===== config.mk =====
export PLATFORM = sky130hd
export DESIGN_NAME = movexec_top
export DESIGN_NICKNAME = d
export VERILOG_FILES = /design/src/rtl/movexec_pkg.sv /design/src/rtl/movexec_ctrl.sv /design/src/rtl/movexec_dp.sv /design/src/rtl/movexec_top.sv
export SDC_FILE = /design/constraint.sdc
export NUM_CORES = 2
export LEC_CHECK = 0
export BUFFER_PORTS_ARGS = -buffer_cell sky130_fd_sc_hd__buf_2
export CAP_MARGIN = 40
export CORE_MARGIN = 2
export CORE_UTILIZATION = 38
export CTS_CLUSTER_DIAMETER = 150
export DETAILED_ROUTE_END_ITERATION = 12
export GPL_TIMING_DRIVEN = 1
export PLACE_DENSITY = 0.57
export SETUP_SLACK_MARGIN = 0.15
export SYNTH_ARGS = -nofsm -noshare
export SYNTH_HDL_FRONTEND = slang
export SYNTH_HIERARCHICAL = 1
export SYNTH_SLANG_ARGS = --single-unit
export TNS_END_PERCENT = 10

===== constraint.sdc =====
create_clock -name clk -period 3.5 [get_ports clk]
set_input_delay 0.175 -clock clk [delete_from_list [all_inputs] [get_ports clk]]
set_output_delay 0.175 -clock clk [all_outputs]
set_load 0.01 [all_outputs]

===== src/rtl/movexec_pkg.sv =====
package movexec_pkg;
  localparam int INSTR_W = 14;
  localparam int DATA_W  = 8;
  localparam int ADDR_W  = 7;

  // Opcode prefixes; their lengths and positions are fixed by the encoding
  localparam logic [3:0] LIT_PREFIX   = 4'b1100;     // bits 13:10
  localparam logic [6:0] STORE_PREFIX = 7'b0000001;  // bits 13:7
  localparam logic [5:0] MOVE_PREFIX  = 6'b001000;   // bits 13:8

  typedef struct packed {
    logic loadLit;      // W <= literal
    logic loadFromFile; // W <= file[addr]
    logic storeW;       // file[addr] <= W
    logic writeBack;    // file[addr] <= file[addr]
    logic badOp;        // unrecognised valid word
  } moveStrobe_t;
endpackage


===== src/rtl/movexec_ctrl.sv =====
module movexec_ctrl
  import movexec_pkg::*;
#(
  parameter int IW = INSTR_W,
  parameter int DW = DATA_W,
  parameter int AW = ADDR_W
) (
  input  logic          clk,
  input  logic          rstN,
  input  logic          instrValid,
  input  logic [IW-1:0] instrWord,
  output moveStrobe_t   strobe,
  output logic [AW-1:0] fileAddr,
  output logic [DW-1:0] literal,
  output logic          illegalQ
);
  logic isLit, isStore, isMove;

  always_comb begin
    isLit   = (instrWord[13:10] == LIT_PREFIX);
    isStore = (instrWord[13:7]  == STORE_PREFIX);
    isMove  = (instrWord[13:8]  == MOVE_PREFIX);
    strobe  = '0;
    if (instrValid) begin
      strobe.loadLit      = isLit;
      strobe.storeW       = isStore;
      strobe.loadFromFile = isMove && !instrWord[7];
      strobe.writeBack    = isMove &&  instrWord[7];
      strobe.badOp        = !(isLit || isStore || isMove);
    end
  end

  assign fileAddr = instrWord[AW-1:0];
  assign literal  = instrWord[DW-1:0];

  always_ff @(posedge clk or negedge rstN) begin
    if (!rstN) illegalQ <= 1'b0;
    else       illegalQ <= strobe.badOp;
  end
endmodule


===== src/rtl/movexec_dp.sv =====
module movexec_dp
  import movexec_pkg::*;
#(
  parameter int DW = DATA_W,
  parameter int AW = ADDR_W
) (
  input  logic          clk,
  input  logic          rstN,
  input  moveStrobe_t   strobe,
  input  logic [AW-1:0] fileAddr,
  input  logic [DW-1:0] literal,
  input  logic [AW-1:0] dbgAddr,
  output logic [DW-1:0] dbgData,
  output logic [DW-1:0] wQ
);
  localparam int DEPTH = 1 << AW;

  logic [DW-1:0] fileQ [DEPTH];
  logic [DW-1:0] fileRd;
  logic [DW-1:0] fileWrData;
  logic          fileWrEn;

  assign fileRd     = fileQ[fileAddr];
  assign dbgData    = fileQ[dbgAddr];
  assign fileWrEn   = strobe.storeW | strobe.writeBack;
  assign fileWrData = strobe.storeW ? wQ : fileRd;

  always_ff @(posedge clk or negedge rstN) begin
    if (!rstN)                    wQ <= '0;
    else if (strobe.loadLit)      wQ <= literal;
    else if (strobe.loadFromFile) wQ <= fileRd;
  end

  for (genvar i = 0; i < DEPTH; i++) begin : g_entry
    always_ff @(posedge clk or negedge rstN) begin
      if (!rstN)
        fileQ[i] <= '0;
      else if (fileWrEn && (fileAddr == AW'(i)))
        fileQ[i] <= fileWrData;
    end
  end
endmodule


===== src/rtl/movexec_top.sv =====
module movexec_top
  import movexec_pkg::*;
(
  input  logic               clk,
  input  logic               rstN,
  input  logic               instrValid,
  input  logic [INSTR_W-1:0] instrWord,
  input  logic [ADDR_W-1:0]  dbgAddr,
  output logic [DATA_W-1:0]  dbgData,
  output logic [DATA_W-1:0]  wReg,
  output logic               illegalFlag
);
  moveStrobe_t        strobe;
  logic [ADDR_W-1:0]  fileAddr;
  logic [DATA_W-1:0]  literal;

  movexec_ctrl #(.IW(INSTR_W), .DW(DATA_W), .AW(ADDR_W)) u_ctrl (
    .clk(clk), .rstN(rstN), .instrValid(instrValid), .instrWord(instrWord),
    .strobe(strobe), .fileAddr(fileAddr), .literal(literal),
    .illegalQ(illegalFlag)
  );

  movexec_dp #(.DW(DATA_W), .AW(ADDR_W)) u_dp (
    .clk(clk), .rstN(rstN), .strobe(strobe), .fileAddr(fileAddr),
    .literal(literal), .dbgAddr(dbgAddr), .dbgData(dbgData), .wQ(wReg)
  );
endmodule


==> results.cfg <==
[worst_setup_path]
worstPathRequired_ns = 3.32
worstPathCellList = mux4_2 -> mux4_2 -> mux2i_1 -> a221oi_1 -> buf_2
cp_top_family = multiplexers
arrival_ns = 3.18
cp-end-kind = output pin
cp_max_fo = 3
cpMaxStageDelayCell = mux4_2
r2r-start = u_dp/fileQ[407]$_DFFE_PN0P_
reg2reg_depth = 11
crit_type = reg -> out
path_common_cell = mux4_2
path_buf_inv = 1
slowest_delay_ns = 0.63
crit_path_start_kind = register
r2r-end = u_dp/fileQ[255]$_DFFE_PN0P_
r2r_slack_ns = 0.37

[detailed_routing]
post_drt_wl_per_cell_um = 29.19
viasPerCell = 6.221
ant_nets = 0
vias = 43700
wirelength_um = 205100
drtIter0Drc = 5084
drc = 0
firstDrtPassIters = 6

[floorplan]
top_level_ports = 41
die_w_um = 388.3
row_count = 141
initial_utilization_pct = 38.15
die_height_um = 388.3
dieArea_um2 = 150800
coreArea_um2 = 147100

[global_routing]
grt_overflow_total = 0
grt_max_degree = 132
grt_use_total_pct = 27.21
grt_pass1_wl_um = 304300
antenna_found_initial = 4
grt_pass1_vias = 42640

[final_layout]
nets = 5019
drive_above_1_share_pct = 25.12
finish.instance_area_um2 = 65150
syn_to_final_growth_pct = 16.07

[power]
p_leak_nw = 27.63
switchingPower_mw = 6.869
switching_share_pct = 25.06
pwr-share-comb_pct = 8.5
vdd_drop_max_v = 0.0004003
clock_power_share_pct = 47.6
powerDensity_nw_per_um2 = 420.7
p_int_mw = 20.54
seqPwrFrac_pct = 44.0

[timing]
slew_headroom_pct = 35.52
hold_violations = 0
fin_hold_ws_ns = 0.05273
finalClockSkew_ns = 0.05028
fin_tns_setup_ns = 0
layout_setup_ws_ns = 0.1477
fmax_mhz = 298.3
fin_crit_sh_pct = 95.78
min_period_ns = 3.352
drv_slew = 0
setup_viol = 0
rsz0062_at_grt = yes
tightestPinTransition_ns = 0.9672

[cts]
cts-root-buf = clkbuf_16
htree_num_levels = 3
cts_buffers = 114
cts_buffer_depth = 3
cts_tree = yes
clock_latency_ns = 0.76
cts_sinks = 1033
clkTransAtPathRegs_ns = 0.06

[yosys]
ys_seq_area_share_pct = 46.05
syn_area_um2 = 56130
synth.distinct_cells = 52
ys_ff_latch = 1033
syn_avg_cell_area_um2 = 11.46
synth_fp_nets = 4920
async_flop_share_pct = 100.0
synthCells = 4896
synth_edf_count = 0
ys.flop_type = dfrtp_1
yosys_warnings = 6

[status]
status = finished clean

[hold_path]
hold_path_class = in -> async

[placed_design]
finalWeightedCongestion = 0.9645
port_buffers = 40
dpl_worst_slack_ns = 0.01586
place_area_um2 = 60990
post-dp-hpwl_um = 145000

[run]
maxCapViolations = 0
==> cells by family (layout without fill, tap and decap cells) <==
family                 after synthesis  count (layout)  share of synthesized area, %
muxes                              683             683                         24.68
AOI/OAI and AO/OA                 1186            1186                         14.66
DFF                               1033            1033                         46.05
buffers and inverters              500             692                         4.144
other                                0               6                             0
and+or+nand+nor                   1494            1494                         10.47
==> final cells by class <==
class / instances / area [um^2]
multi-input cells: 3363 / 28170
repair buffers: 479 / 4671
fillers: 13580 / 81980
clock buffers: 160 / 3299
clock inverters: 49 / 713.2
flip-flops and latches: 1033 / 25850
inverters: 4 / 15.01
well taps: 1930 / 2415
diodes: 6 / 15.01
==> power by group through the flow <==
stage	sequential (mW)	clock (mW)	combinational, mW
detailed placement	12.3	0	2.30
global route	12.0	13.7	2.44
finish	12.1	13.0	2.32
floorplan	12.3	0	1.15
global placement	12.3	0	2.28
CTS	12.0	13.2	2.30
==> worst max path at each step <==
stage                                      startpoint                          end  slack [ns]  cells after the start
after floorplan                          instrWord[0]  u_dp/fileQ[197]$_DFFE_PN0P_        0.44                     15
after global placement                   instrWord[0]  u_dp/fileQ[856]$_DFFE_PN0P_       0.007                     11
after global routing      u_dp/fileQ[406]$_DFFE_PN0P_                   dbgData[6]        0.13                      6
final                     u_dp/fileQ[214]$_DFFE_PN0P_                   dbgData[6]        0.15                      5
after detailed placement                 instrWord[0]  u_dp/fileQ[488]$_DFFE_PN0P_        0.02                     11
after CTS                  u_dp/fileQ[21]$_DFFE_PN0P_                   dbgData[5]        0.15                      7
==> stage by stage <==
stage | utilization [%] | instances | power (mW)
after floorplan | - | 4896 | 13.40
after global placement | 41.45 | 6800 | 14.55
after detailed placement | 41.45 | 6801 | 14.56
after CTS | 44.23 | 7017 | 27.56
after global routing | 44.27 | 7019 | 28.20
final | 44.28 | 7024 | 27.41
==> layer usage <==
metal  vias up  track usage [%]  wire [um]
met5         -           0.8293        199
met4         6            13.05      10340
li1      18690                -          -
met3       412            6.762      20240
met1     22370            38.25      84640
met2      2225            39.36      89630
==> worst reg2reg max path: stages, from the launching register on <==
cell and delay [ns]:
dfrtp_1 0.42, buf_4 0.15, buf_4 0.13, mux4_2 0.49, mux2i_1 0.16, buf_4 0.17, o22ai_1 0.08, nor4_1 0.35
buf_4 0.21, a32oi_4 0.10, buf_12 0.24, a221o_1 0.46
==> cells in the mapped netlist, drive strengths merged (3+ instances only) <==
cell type	count	area, um^2
a21boi	5	37.54
nor2b	11	68.82
dfrtp	1033	25850
a21oi	13	65.06
a22oi	26	195.2
or2	4	25.02
clkbuf	338	1269
nand2b	17	106.4
nand2	840	3153
a221oi	19	166.4
a211oi	14	105.1
inv	4	15.01
a21bo	4	40.04
mux2i	99	991.0
a32oi	3	26.28
o21ai	652	3267
nor3b	10	75.07
mux2	26	292.8
nor3	22	125.1
o31ai	9	67.56
and3	6	37.54
o22ai	38	237.7
a2111oi	5	43.79
buf	158	1042
nor2	552	2072
a221o	388	3884
nand3	12	60.06
mux4	558	12570
nor4	3	18.77
nand3b	7	52.55
and2	4	25.02
==> cell usage in the layout, fill, tap and decap left out, drive strengths merged, types with 5 or more instances in the layout <==
cell,synthesis,final
nand2,840,840
nor3b,10,10
dfrtp,1033,1033
nand3b,7,7
mux2,26,26
nand2b,17,17
a221o,388,388
a2111oi,5,5
a22oi,26,26
clkinv,0,25
a21boi,5,5
nand3,12,12
o21ai,652,652
o31ai,9,9
nor2b,11,11
mux4,558,558
bufinv,0,16
nor3,22,22
a21oi,13,13
diode,0,6
dlygate4sd3,0,5
o22ai,38,38
mux2i,99,99
buf,158,474
a221oi,19,19
nor2,552,552
and3,6,6
inv,4,7
clkinvlp,0,5
a211oi,14,14
clkbuf,338,160
==> repair_timing <==
action,4_1_cts,5_1_grt
resized for setup,2,9
buffers inserted,2,1
endpoints found under the hold margin,219,0
hold buffers,5,0
endpoints found under the setup margin,4,6
==> flip-flops by register name (all words and copies together), names as in the netlist <==
name             cells
u_ctrl/illegalQ      1
u_dp/fileQ        1024
u_dp/wQ              8
Note: power is estimated with default switching activity, not from simulation.
